$ cat src/rtl/lsu_pkg.sv
// Shared definitions for the load/store alignment unit.
// Assumes byte-sized lanes in a word whose lane count is a power of two.
package lsu_pkg;

    localparam int unsigned LSU_BYTE_W = 8;

    // Map a byte number inside a word to a lane index for a given byte order.
    function automatic int unsigned byte_to_lane(input int unsigned byte_num,
                                                 input int unsigned lanes,
                                                 input logic        msb_first);
        return msb_first ? (lanes - 1 - byte_num) : byte_num;
    endfunction

endpackage

$ cat src/rtl/lsu_addr_gen.sv
// Effective address generator.
// Adds a sign-extended displacement to a base value and reports the byte
// number and whether a word access would be misaligned. Purely combinational.
module lsu_addr_gen #(
    parameter int unsigned ADDR_W = 32,
    parameter int unsigned OFF_W  = 16,
    parameter int unsigned LANES  = 4
) (
    input  logic [ADDR_W-1:0]        base,
    input  logic [OFF_W-1:0]         disp,
    input  logic                     is_byte,
    output logic [ADDR_W-1:0]        ea,
    output logic [$clog2(LANES)-1:0] byte_num,
    output logic                     misaligned
);
    localparam int unsigned SEL_W = $clog2(LANES);

    // Sign-extend the displacement and form the byte address.
    always_comb begin
        ea         = base + {{(ADDR_W-OFF_W){disp[OFF_W-1]}}, disp};
        byte_num   = ea[SEL_W-1:0];
        misaligned = !is_byte && (ea[SEL_W-1:0] != '0);
    end
endmodule

$ cat src/rtl/lsu_store_lane.sv
// Store-side lane formatter.
// Builds the per-lane write mask and lane-replicated write data. Assumes
// that the caller clears wr_en for loads, idle cycles and misaligned words.
module lsu_store_lane #(
    parameter int unsigned DATA_W = 32
) (
    input  logic                               wr_en,
    input  logic                               is_byte,
    input  logic                               msb_first,
    input  logic [$clog2(DATA_W/8)-1:0]        byte_num,
    input  logic [DATA_W-1:0]                  src,
    output logic [DATA_W/8-1:0]                be,
    output logic [DATA_W-1:0]                  wdata
);
    import lsu_pkg::*;
    localparam int unsigned LANES = DATA_W / LSU_BYTE_W;
    localparam int unsigned SEL_W = $clog2(LANES);

    logic [SEL_W-1:0] tgt_lane;

    // Translate the byte number into the physical lane for this byte order.
    always_comb begin
        tgt_lane = SEL_W'(byte_to_lane(int'(byte_num), LANES, msb_first));
    end

    for (genvar l = 0; l < LANES; l++) begin : g_lane
        // Enable one lane for a byte store or every lane for a word store.
        always_comb begin
            be[l] = wr_en && (!is_byte || (tgt_lane == SEL_W'(l)));
        end
        // Replicate the low source byte, or pass the word lane through.
        always_comb begin
            wdata[l*LSU_BYTE_W +: LSU_BYTE_W] = is_byte ? src[LSU_BYTE_W-1:0]
                                                        : src[l*LSU_BYTE_W +: LSU_BYTE_W];
        end
    end
endmodule

$ cat src/rtl/lsu_load_extract.sv
// Load-side extractor.
// Selects one lane of the memory word and extends it to the register width,
// or passes the whole word. Purely combinational.
module lsu_load_extract #(
    parameter int unsigned DATA_W = 32
) (
    input  logic                        is_byte,
    input  logic                        is_signed,
    input  logic                        msb_first,
    input  logic [$clog2(DATA_W/8)-1:0] byte_num,
    input  logic [DATA_W-1:0]           rdata,
    output logic [DATA_W-1:0]           result
);
    import lsu_pkg::*;
    localparam int unsigned LANES = DATA_W / LSU_BYTE_W;
    localparam int unsigned SEL_W = $clog2(LANES);

    logic [LSU_BYTE_W-1:0] lane_val [LANES];
    logic [SEL_W-1:0]      src_lane;
    logic [LSU_BYTE_W-1:0] picked;
    logic                  fill;

    for (genvar l = 0; l < LANES; l++) begin : g_split
        // Slice the memory word into lanes.
        always_comb lane_val[l] = rdata[l*LSU_BYTE_W +: LSU_BYTE_W];
    end

    // Pick the addressed lane and build the extended result.
    always_comb begin
        src_lane = SEL_W'(byte_to_lane(int'(byte_num), LANES, msb_first));
        picked   = lane_val[src_lane];
        fill     = is_signed && picked[LSU_BYTE_W-1];
        result   = is_byte ? {{(DATA_W-LSU_BYTE_W){fill}}, picked} : rdata;
    end
endmodule

$ cat src/rtl/lsu_align_unit.sv
// Byte-lane load/store alignment unit (top).
// Drives address, write mask and write data in the request cycle and
// registers the load result and the alignment error for one cycle.
// Assumes mem_rdata is the word at eff_addr in the same cycle.
module lsu_align_unit #(
    parameter int unsigned DATA_W = 32,
    parameter int unsigned OFF_W  = 16
) (
    input  logic                clk,
    input  logic                rst_n,
    input  logic                big_endian,
    input  logic                req_valid,
    input  logic                req_store,
    input  logic                req_byte,
    input  logic                req_signed,
    input  logic [DATA_W-1:0]   base_addr,
    input  logic [OFF_W-1:0]    offset,
    input  logic [DATA_W-1:0]   store_data,
    input  logic [DATA_W-1:0]   mem_rdata,
    output logic [DATA_W-1:0]   eff_addr,
    output logic [DATA_W/8-1:0] mem_be,
    output logic [DATA_W-1:0]   mem_wdata,
    output logic                resp_valid,
    output logic [DATA_W-1:0]   resp_data,
    output logic                resp_err
);
    localparam int unsigned LANES = DATA_W / 8;
    localparam int unsigned SEL_W = $clog2(LANES);

    logic [SEL_W-1:0]  byte_num;
    logic              misaligned;
    logic              wr_en;
    logic [DATA_W-1:0] load_val;

    lsu_addr_gen #(.ADDR_W(DATA_W), .OFF_W(OFF_W), .LANES(LANES)) u_addr (
        .base       (base_addr),
        .disp       (offset),
        .is_byte    (req_byte),
        .ea         (eff_addr),
        .byte_num   (byte_num),
        .misaligned (misaligned)
    );

    // Only an aligned store request may write memory.
    always_comb wr_en = req_valid && req_store && !misaligned;

    lsu_store_lane #(.DATA_W(DATA_W)) u_store (
        .wr_en     (wr_en),
        .is_byte   (req_byte),
        .msb_first (big_endian),
        .byte_num  (byte_num),
        .src       (store_data),
        .be        (mem_be),
        .wdata     (mem_wdata)
    );

    lsu_load_extract #(.DATA_W(DATA_W)) u_load (
        .is_byte   (req_byte),
        .is_signed (req_signed),
        .msb_first (big_endian),
        .byte_num  (byte_num),
        .rdata     (mem_rdata),
        .result    (load_val)
    );

    // Register the response: load value, or zero with the error flag.
    always_ff @(posedge clk) begin
        if (!rst_n) begin
            resp_valid <= 1'b0;
            resp_data  <= '0;
            resp_err   <= 1'b0;
        end else begin
            resp_valid <= req_valid;
            resp_err   <= req_valid && misaligned;
            resp_data  <= (req_valid && !req_store && !misaligned) ? load_val : '0;
        end
    end

    AST_MISALIGN_NO_WRITE: assert property (@(posedge clk) disable iff (!rst_n)
        (req_valid && !req_byte && (eff_addr[1:0] != 2'b00)) |-> (mem_be == '0));
    AST_MISALIGN_FLAGGED: assert property (@(posedge clk) disable iff (!rst_n)
        (req_valid && !req_byte && (eff_addr[1:0] != 2'b00)) |=> resp_err);
    AST_BYTE_STORE_ONE_LANE: assert property (@(posedge clk) disable iff (!rst_n)
        (req_valid && req_store && req_byte) |-> ($countones(mem_be) == 1));
    AST_UNSIGNED_UPPER_ZERO: assert property (@(posedge clk) disable iff (!rst_n)
        (req_valid && !req_store && req_byte && !req_signed) |=> (resp_data[DATA_W-1:8] == '0));
    AST_NO_WRITE_ON_LOAD: assert property (@(posedge clk) disable iff (!rst_n)
        (!req_valid || !req_store) |-> (mem_be == '0));
    AST_IDLE_NO_RESP: assert property (@(posedge clk) disable iff (!rst_n)
        !req_valid |=> !resp_valid);
endmodule

$ cat config.mk
export PLATFORM = sky130hd
export DESIGN_NAME = lsu_align_unit
export DESIGN_NICKNAME = d
export VERILOG_FILES = /design/src/rtl/lsu_pkg.sv /design/src/rtl/lsu_addr_gen.sv /design/src/rtl/lsu_store_lane.sv /design/src/rtl/lsu_load_extract.sv /design/src/rtl/lsu_align_unit.sv
export SDC_FILE = /design/constraint.sdc
export NUM_CORES = 1
export LEC_CHECK = 0
export BUFFER_PORTS_ARGS = -buffer_cell sky130_fd_sc_hd__buf_2
export CORE_MARGIN = 8
export CORE_UTILIZATION = 48
export DETAILED_ROUTE_END_ITERATION = 10
export HOLD_SLACK_MARGIN = 0.02
export MAX_ROUTING_LAYER = met4
export PLACE_DENSITY = 0.94
export SKIP_LAST_GASP = 1
export SLEW_MARGIN = 10
export SYNTH_ARGS = -nofsm -noshare
export SYNTH_HDL_FRONTEND = slang
export SYNTH_SLANG_ARGS = --single-unit
$ cat constraint.sdc
create_clock -name clk -period 7.91 [get_ports clk]
set_input_delay 1.582 -clock clk [delete_from_list [all_inputs] [get_ports clk]]
set_output_delay 1.582 -clock clk [all_outputs]
set_load 0.02 [all_outputs]
==> results.cfg, run 1 <==
[yosys]
syn_avg_cell_area_um2 = 7.41
synth_enable_flop_cells = 0
async_reset_ff_frac = 0
synth.most_common_cell = a21oi_1
syn_nets = 643
yosys.area.top_type = dfxtp_1
yosys.area.top_type_share = 0.187
synth_area_mm2 = 0.00365
synth_flop_cell = dfxtp_1
yosys_warnings = 0
synth_seq_cells = 34
yosysSeqAreaShare = 0.187
synthTopCellsByCount = a21oi_1 (50), nand2_1 (40), o21ai_0 (38)
syn_inst = 492
yosysUniqueCellTypes = 54
synth_area_leaders = dfxtp_1 (19%), ha_1 (11%), a21oi_1 (6.9%), o21ai_0 (5.2%), xnor2_1 (5.0%)

[timing]
tns_ns = 0
maxSlewHeadroom = 0.179
fmax_mhz = 177
worst_pin_slew_ns = 1.23
drv_slew = 0
rsz0062_at_grt = false
finalHoldViolCount = 0
setup_violations = 0
timing.final.crit_share = 0.714
finalCriticalPeriod_ns = 5.65

[cts]
cts_setup_buffers = 0
postCtsHoldBufs = 0
numCtsBuffers = 5
cts.sinks = 34
clk_pin_slew_worst_paths_ns = 0.07
htree_levels = 2
clockBufferDepth = 2
cts-resized-gates = 0
cts_root_buffer = clkbuf_8
cts_tree = yes

[cells_and_area]
drive_gt1_frac = 0.355
layout.nets = 829
area_growth_pct = 30.4
nFillCells = 629
diodes = 0

[worst_hold_path]
hold_path_class = in2reg

[run]
max_cap_violations = 0

[grt]
grt_pass1_vias = 4356
overflow = 0
antenna_found_initial = 0
grt_start_max_net_pins = 72
grt_pass1_wl_um = 21000
grt_util_all_layers = 0.251

[pwr]
leakagePower_nw = 2.48
power.density_mw_per_mm2 = 151
power_frac_seq = 0.245
clkPwrFrac = 0.214
vdd_drop_max_mv = 0.0923
comb_power_share = 0.540
total_power_mw = 0.719
switchingPower_mw = 0.303
swShare = 0.421
intPower_mw = 0.416

[setup_path]
cp-end-kind = primary output
critical_path_class = in2out
worstPathRequired_ns = 6.33
crit_fanout = 3
worstSetupStartpointType = primary input
critPathArrivalTime_ns = 4.07

[routing]
drc_errors = 0
drt_iter0_drc = 213
routed_wl_um = 13400
vias = 4351
via_per_inst = 5.59
wl_per_cell_um = 17.2
ant_nets = 0
first_pass_iters = 5

[die]
core_area_mm2 = 0.00729
die-width_um = 103
chipHeight_um = 103
start_util = 0.500
num_rows = 31
io_pins = 221
dieArea_mm2 = 0.0106

[placement]
hpwl_um = 11200
gp_congestion = 0.912
io_buffers = 220

[outcome]
status = finished, final reports clean
logic make-up (layout without fill, tap and decap cells):
logic type                 after synthesis  after routing  synth area share
AOI/OAI and AO/OA                      164            164             0.295
DFF                                     34             34             0.187
xor gates and xnor gates                33             33            0.0792
adders and majority gates               32             32             0.112
buffers and inverters                   76            263            0.0981
and+or+nand+nor                        135            135             0.180
muxes                                   18             18            0.0494
placed cells by master (no fill, tap or decap), drive strengths merged, types with 4 or more instances in the layout:
cell | Yosys | routed
nor2 | 34 | 34
a211oi | 4 | 4
a22oi | 7 | 7
o211ai | 4 | 4
nand3 | 5 | 5
dfxtp | 34 | 34
nand4 | 10 | 10
o21a | 5 | 5
mux2i | 18 | 18
clkbuf | 19 | 7
a21oi | 56 | 56
inv | 35 | 35
ha | 31 | 31
a31oi | 7 | 7
xnor2 | 21 | 21
a21o | 9 | 9
buf | 22 | 220
o21ai | 41 | 41
nand2b | 28 | 28
o221ai | 9 | 9
nand2 | 40 | 40
xor2 | 12 | 12
power by group through the flow:
stage,logic (mW),registers [mW],clock network (mW)
after floorplan,0.258,0.186,0
after global placement,0.376,0.180,0
after detailed placement,0.384,0.180,0
after CTS,0.387,0.177,0.157
after global routing,0.421,0.177,0.165
final,0.388,0.177,0.154
sequential cells by signal (all words and copies together) (netlist names):
name and flops:
resp_valid 1, resp_err 1, resp_data 32
layer usage:
| metal | track usage | vias up | part of all wire |
|---|---|---|---|
| met5 | - | - | 0 |
| met4 | 0.0890 | 0 | 0.019 |
| met3 | 0.0268 | 19 | 0.077 |
| met2 | 0.447 | 212 | 0.50 |
| met1 | 0.285 | 2019 | 0.40 |
| li1 | - | 2101 | - |
final cells by class:
type	instances	area [um2]	area share
timing repair buffer	220	1100	0.232
multi-input combinational	382	2610	0.549
clock inverter	1	30.0	0.00631
clock buffer	7	76.3	0.0160
tap	99	124	0.0260
inverter	35	131	0.0276
sequential	34	681	0.143
metrics by stage:
stage / instance area [um2] / util / cells / hold WS [ns] / worst slack, ns
after floorplan: 3650 / - / 492 / 1.71 / 2.63
after global placement: 4650 / 0.638 / 770 / 1.81 / 2.40
after detailed placement: 4650 / 0.638 / 770 / 1.81 / 2.32
after CTS: 4760 / 0.652 / 778 / 1.51 / 2.30
after global routing: 4760 / 0.652 / 778 / 1.54 / 2.16
final: 4760 / 0.652 / 778 / 1.51 / 2.26
worst max-delay path, stage by stage:
cell and delay (ns):
buf_2 0.08, ha_1 0.17, inv_1 0.06, fa_1 0.40
and2b_1 0.25, o2111ai_2 0.15, nand4_1 0.14, a21oi_1 0.14
o41ai_1 0.55, a31oi_1 0.19, xnor2_1 0.16, buf_2 0.19
final timing paths:
kind / startpoint / end / slack, ns / cells after the start
setup / recovery: offset[0] / eff_addr[26] / 2.26 / 12
hold / removal: rst_n / resp_valid / 1.51 / 3
Note: power is estimated with default switching activity, not from simulation.
==> run 2, diff against run 1 <==
--- a/config.mk
+++ b/config.mk
@@ -5,13 +5,14 @@
 export SDC_FILE = /design/constraint.sdc
 export NUM_CORES = 1
 export LEC_CHECK = 0
+export ABC_AREA = 1
 export BUFFER_PORTS_ARGS = -buffer_cell sky130_fd_sc_hd__buf_2
 export CORE_MARGIN = 8
-export CORE_UTILIZATION = 48
+export CORE_UTILIZATION = 41
 export DETAILED_ROUTE_END_ITERATION = 10
 export HOLD_SLACK_MARGIN = 0.02
 export MAX_ROUTING_LAYER = met4
-export PLACE_DENSITY = 0.94
+export PLACE_DENSITY = 0.84
 export SKIP_LAST_GASP = 1
 export SLEW_MARGIN = 10
 export SYNTH_ARGS = -nofsm -noshare
==> constraint.sdc (replaced) <==
create_clock -name clk -period 4.6 [get_ports clk]
set_input_delay 0.92 -clock clk [delete_from_list [all_inputs] [get_ports clk]]
set_output_delay 0.92 -clock clk [all_outputs]
set_load 0.02 [all_outputs]
==> results.cfg, run 2 <==
[die]
num_rows = 36
start_util = 0.413
core_area_mm2 = 0.00955
io_pins = 221
die-width_um = 114
dieArea_mm2 = 0.0130
chipHeight_um = 114

[placement]
hpwl_um = 12300
dp_cells = 1087
gp_congestion = 0.975
placed_area_mm2 = 0.00512
io_buffers = 220

[cells_and_area]
largest_register = resp_data
diodes = 0
largest_reg_flops = 32
instances_no_fill = 1095
layout_commonest_cell = nand2_1
top_regs = resp_data (32), resp_err (1), resp_valid (1)
layout.nets = 1112
area_growth_pct = 32.1
layout.cells.most_common_list = nand2_1 (367), buf_2 (220), inv_1 (123), a21oi_1 (53), nor2_1 (53)
drive_gt1_frac = 0.243
design_area_mm2 = 0.00521

[grt]
met1_usage = 0.253
grt_pass1_wl_um = 22600
grt_start_max_net_pins = 53
overflow = 0
met2_usage = 0.376
antenna_found_initial = 0
grt.busiest_layer = met2
grt_pass1_vias = 4876
use_met3 = 0.0322
grt_util_all_layers = 0.216

[routing]
via_per_inst = 4.67
drt_iter0_drc = 339
first_pass_iters = 5
vias = 5113
routed_wl_um = 14100
ant_nets = 0
drc_errors = 0
wl_per_cell_um = 12.9

[cts]
cts_tree = yes
numCtsBuffers = 5
htree_levels = 2
postCtsHoldBufs = 0
clockBufferDepth = 2
cts_setup_buffers = 0
cts_root_buffer = clkbuf_8
cts.sinks = 34
cts-resized-gates = 0
clk_pin_slew_worst_paths_ns = 0.07

[outcome]
status = finished, final reports clean

[setup_path]
slowest_stage = fa_1
cp-end-kind = primary output
critical_path_class = in2out
critPathArrivalTime_ns = 2.92
path_cells = buf_2, ha_1, inv_1, fa_1, xnor2_2, inv_1, nor2_1, nor2_1, nor2_1, buf_2
cp_slowest_stage_delay_ns = 0.47
crit_cells = 10
critical-path-top-delay-family = adder cells
worstPathRequired_ns = 3.68
cpMostUsedCell = nor2_1
worst-path-buf-inv = 4
crit_fanout = 8
worstSetupStartpointType = primary input

[yosys]
yosys.area.top_type = nand2_1
yosysUniqueCellTypes = 24
synth_seq_cells = 34
syn_avg_cell_area_um2 = 5.25
synth_area_leaders = nand2_1 (35%), dfxtp_1 (17%), inv_1 (12%), ha_1 (9.8%), a21oi_1 (6.7%)
synth_flop_cell = dfxtp_1
synth.most_common_cell = nand2_1
syn_inst = 752
async_reset_ff_frac = 0
yosys.area.top_type_share = 0.349
yosys_warnings = 0
syn_nets = 903
synthTopCellsByCount = nand2_1 (367), inv_1 (123), a21oi_1 (53), nor2_1 (53), nand3_1 (36)
synth_enable_flop_cells = 0
synth_area_mm2 = 0.00395
yosysSeqAreaShare = 0.173

[worst_hold_path]
hold_path_class = in2reg
hold_depth = 3

[timing]
hold-worst-slack_ns = 0.867
maxSlewHeadroom = 0.305
rsz0062_at_grt = false
fmax_mhz = 260
tns_ns = 0
finalCriticalPeriod_ns = 3.84
timing.final.crit_share = 0.836
drv_slew = 0
finalHoldViolCount = 0
setup_violations = 0
worst_pin_slew_ns = 1.04

[run]
max_cap_violations = 0

[pwr]
power.density_mw_per_mm2 = 228
total_power_mw = 1.19
leakagePower_nw = 3.47
vdd_drop_max_mv = 0.107
## run 2: cell count changes after synthesis, moves of 17 or more
cell      delta
nand2_1    +327
xnor2_1     -17
mux2i_1     -18
o21ai_0     -38
nand2b_1    -28
inv_1       +88
nor2_1      +19
nand3_1     +31
## run 2: path summary, 6_finish.rpt
check,from,to
setup / recovery,offset[0],mem_be[3]
hold / removal,rst_n,resp_valid
## run 2: final cells by class
class | count | area [um2]
tap | 133 | 166
multi-input combinational | 574 | 2690
inverter | 124 | 465
fill | 1057 | 4340
sequential | 34 | 681
timing repair buffer | 222 | 1120
clock buffer | 6 | 82.6
clock inverter | 2 | 12.5
## run 2: metal layers
metal	vias up	routed length (um)	share of wire
met5	-	0	0
met1	2195	6040	0.43
met3	23	1150	0.081
met4	0	238	0.017
li1	2685	-	-
met2	210	6700	0.47
## run 2: cell families (layout without fill, tap and decap cells)
| group | after synthesis | in the layout | share of synthesized area |
|---|---|---|---|
| compound gates | 59 | 59 | 0.0774 |
| xor+xnor | 17 | 17 | 0.0396 |
| fa+ha+maj | 32 | 32 | 0.103 |
| buf+inv | 144 | 354 | 0.146 |
| flops | 34 | 34 | 0.173 |
| simple gates | 466 | 466 | 0.461 |
## run 2: per-stage QoR
step | worst slack (ns) | util
finish | 0.756 | 0.546
global route | 0.563 | 0.546
CTS | 0.779 | 0.546
detailed placement | 0.787 | 0.536
global placement | 0.854 | 0.536
floorplan | 1.09 | -
## run 2: power by group
part / internal, mW / leakage, nW / switching, mW / total, mW
registers: 0.302 / 0.275 / 0.00180 / 0.303
clock network: 0.120 / 0.0472 / 0.108 / 0.228
logic: 0.226 / 3.15 / 0.431 / 0.657
==> run 3, diff against run 2 <==
==> constraint.sdc (replaced) <==
create_clock -name clk -period 3.3 [get_ports clk]
set_input_delay 0.66 -clock clk [delete_from_list [all_inputs] [get_ports clk]]
set_output_delay 0.66 -clock clk [all_outputs]
set_load 0.02 [all_outputs]
==> results.cfg, run 3 (same netlist as run 2, synthesis figures left out) <==
[setup_path]
cp_slowest_stage_delay_ns = 0.40
crit_fanout = 3
critical_path_class = in2out
slowest_stage = fa_1
worst-path-buf-inv = 4
cp-end-kind = primary output
worstPathRequired_ns = 2.64
path_cells = buf_2, ha_1, inv_1, fa_1, inv_1, nand3_1, nand3_1, nand3_1, nand3_1, nand2_1, nand2_1, nand2_1, nand2_1, buf_2
critical-path-top-delay-family = simple AND/OR/NAND/NOR gates
worstSetupStartpointType = primary input
critPathArrivalTime_ns = 2.38

[routing]
ant_nets = 0
via_per_inst = 4.66
wl_per_cell_um = 12.9
routed_wl_um = 14100
drc_errors = 0
drt_iter0_drc = 352
first_pass_iters = 5
vias = 5117

[cts]
clk_pin_slew_worst_paths_ns = 0.07
postCtsHoldBufs = 0
htree_levels = 2
cts-resized-gates = 0
cts.sinks = 34
cts_tree = yes
cts_root_buffer = clkbuf_8
cts_setup_buffers = 0
clockBufferDepth = 2
numCtsBuffers = 5

[cells_and_area]
design_area_mm2 = 0.00528
layout_commonest_cell = nand2_1
drive_gt1_frac = 0.246
area_growth_pct = 33.8
layout.cells.most_common_list = nand2_1 (367), buf_2 (220), inv_1 (123), a21oi_1 (53), nor2_1 (53)
largest_reg_flops = 32
layout.nets = 1117
diodes = 0
nFillCells = 1028
register_area_um2 = 681
multi_input_area_mm2 = 0.00269
top_regs = resp_data (32), resp_err (1), resp_valid (1)
largest_register = resp_data

[timing]
finalCriticalPeriod_ns = 3.04
rsz0062_at_grt = false
fmax_mhz = 329
finalHoldViolCount = 0
maxSlewHeadroom = 0.685
drv_slew = 0
tns_ns = 0
setup_violations = 0
worst_pin_slew_ns = 0.473
hold-worst-slack_ns = 0.632
timing.final.crit_share = 0.922

[die]
io_pins = 221
dieArea_mm2 = 0.0130
core_area_mm2 = 0.00955
start_util = 0.413
num_rows = 36
chipHeight_um = 114
die-width_um = 114

[placement]
placed_area_mm2 = 0.00517
gp_congestion = 0.977
hpwl_um = 12400
io_buffers = 220

[pwr]
comb_power_share = 0.536
intPower_mw = 0.988
total_power_mw = 1.73
swShare = 0.430
power.density_mw_per_mm2 = 328
power_frac_seq = 0.244
clkPwrFrac = 0.219
leakagePower_nw = 3.51
switchingPower_mw = 0.744
vdd_drop_max_mv = 0.142

[outcome]
status = finished, final reports clean

[grt]
grt_pass1_wl_um = 22700
antenna_found_initial = 0
grt_start_max_net_pins = 43
grt_pass1_vias = 4959
overflow = 0
grt_util_all_layers = 0.216

[worst_hold_path]
hold_path_class = in2reg

[run]
max_cap_violations = 0
[run 3: changes by cell type in the layout (fill, tap and decap cells not counted)]
cell / change
buf_12: +1
buf_4: +4
bufinv_16: +1
clkinv_2: -1
clkinvlp_4: -1
[run 3: final timing paths]
path	start	endpoint	cells past startpoint
worst max-delay path	offset[0]	eff_addr[28]	14
worst min-delay path	rst_n	resp_valid	3
[run 3: cell type report]
class,instances,area share
Multi-Input combinational cell,574,0.509
Timing Repair Buffer,227,0.221
Sequential cell,34,0.129
Inverter,124,0.0882
Tap cell,133,0.0315
Clock buffer,6,0.0156
Clock inverter,1,0.00569
[run 3: per-stage QoR]
stage / utilization / setup WS (ns) / instances
after global placement: 0.541 / 0.277 / 1092
after global routing: 0.553 / 0.0341 / 1099
after CTS: 0.553 / 0.252 / 1099
after floorplan: - / 0.309 / 752
after detailed placement: 0.541 / 0.260 / 1092
final: 0.553 / 0.259 / 1099
[run 3: metal layers]
layer | routed length (um) | GRT usage | vias to the layer above
li1 | - | - | 2694
met1 | 6110 | 0.246 | 2203
met2 | 6660 | 0.380 | 192
met3 | 999 | 0.0311 | 28
met4 | 364 | 0.0781 | 0
met5 | 0 | - | -
[run 3: power by group through the flow]
stage	Combinational, mW	Sequential, mW	Clock (mW)
floorplan	0.595	0.446	0
detailed placement	0.926	0.432	0
finish	0.929	0.423	0.380
CTS	0.931	0.423	0.383
global route	1.03	0.424	0.403
global placement	0.920	0.432	0
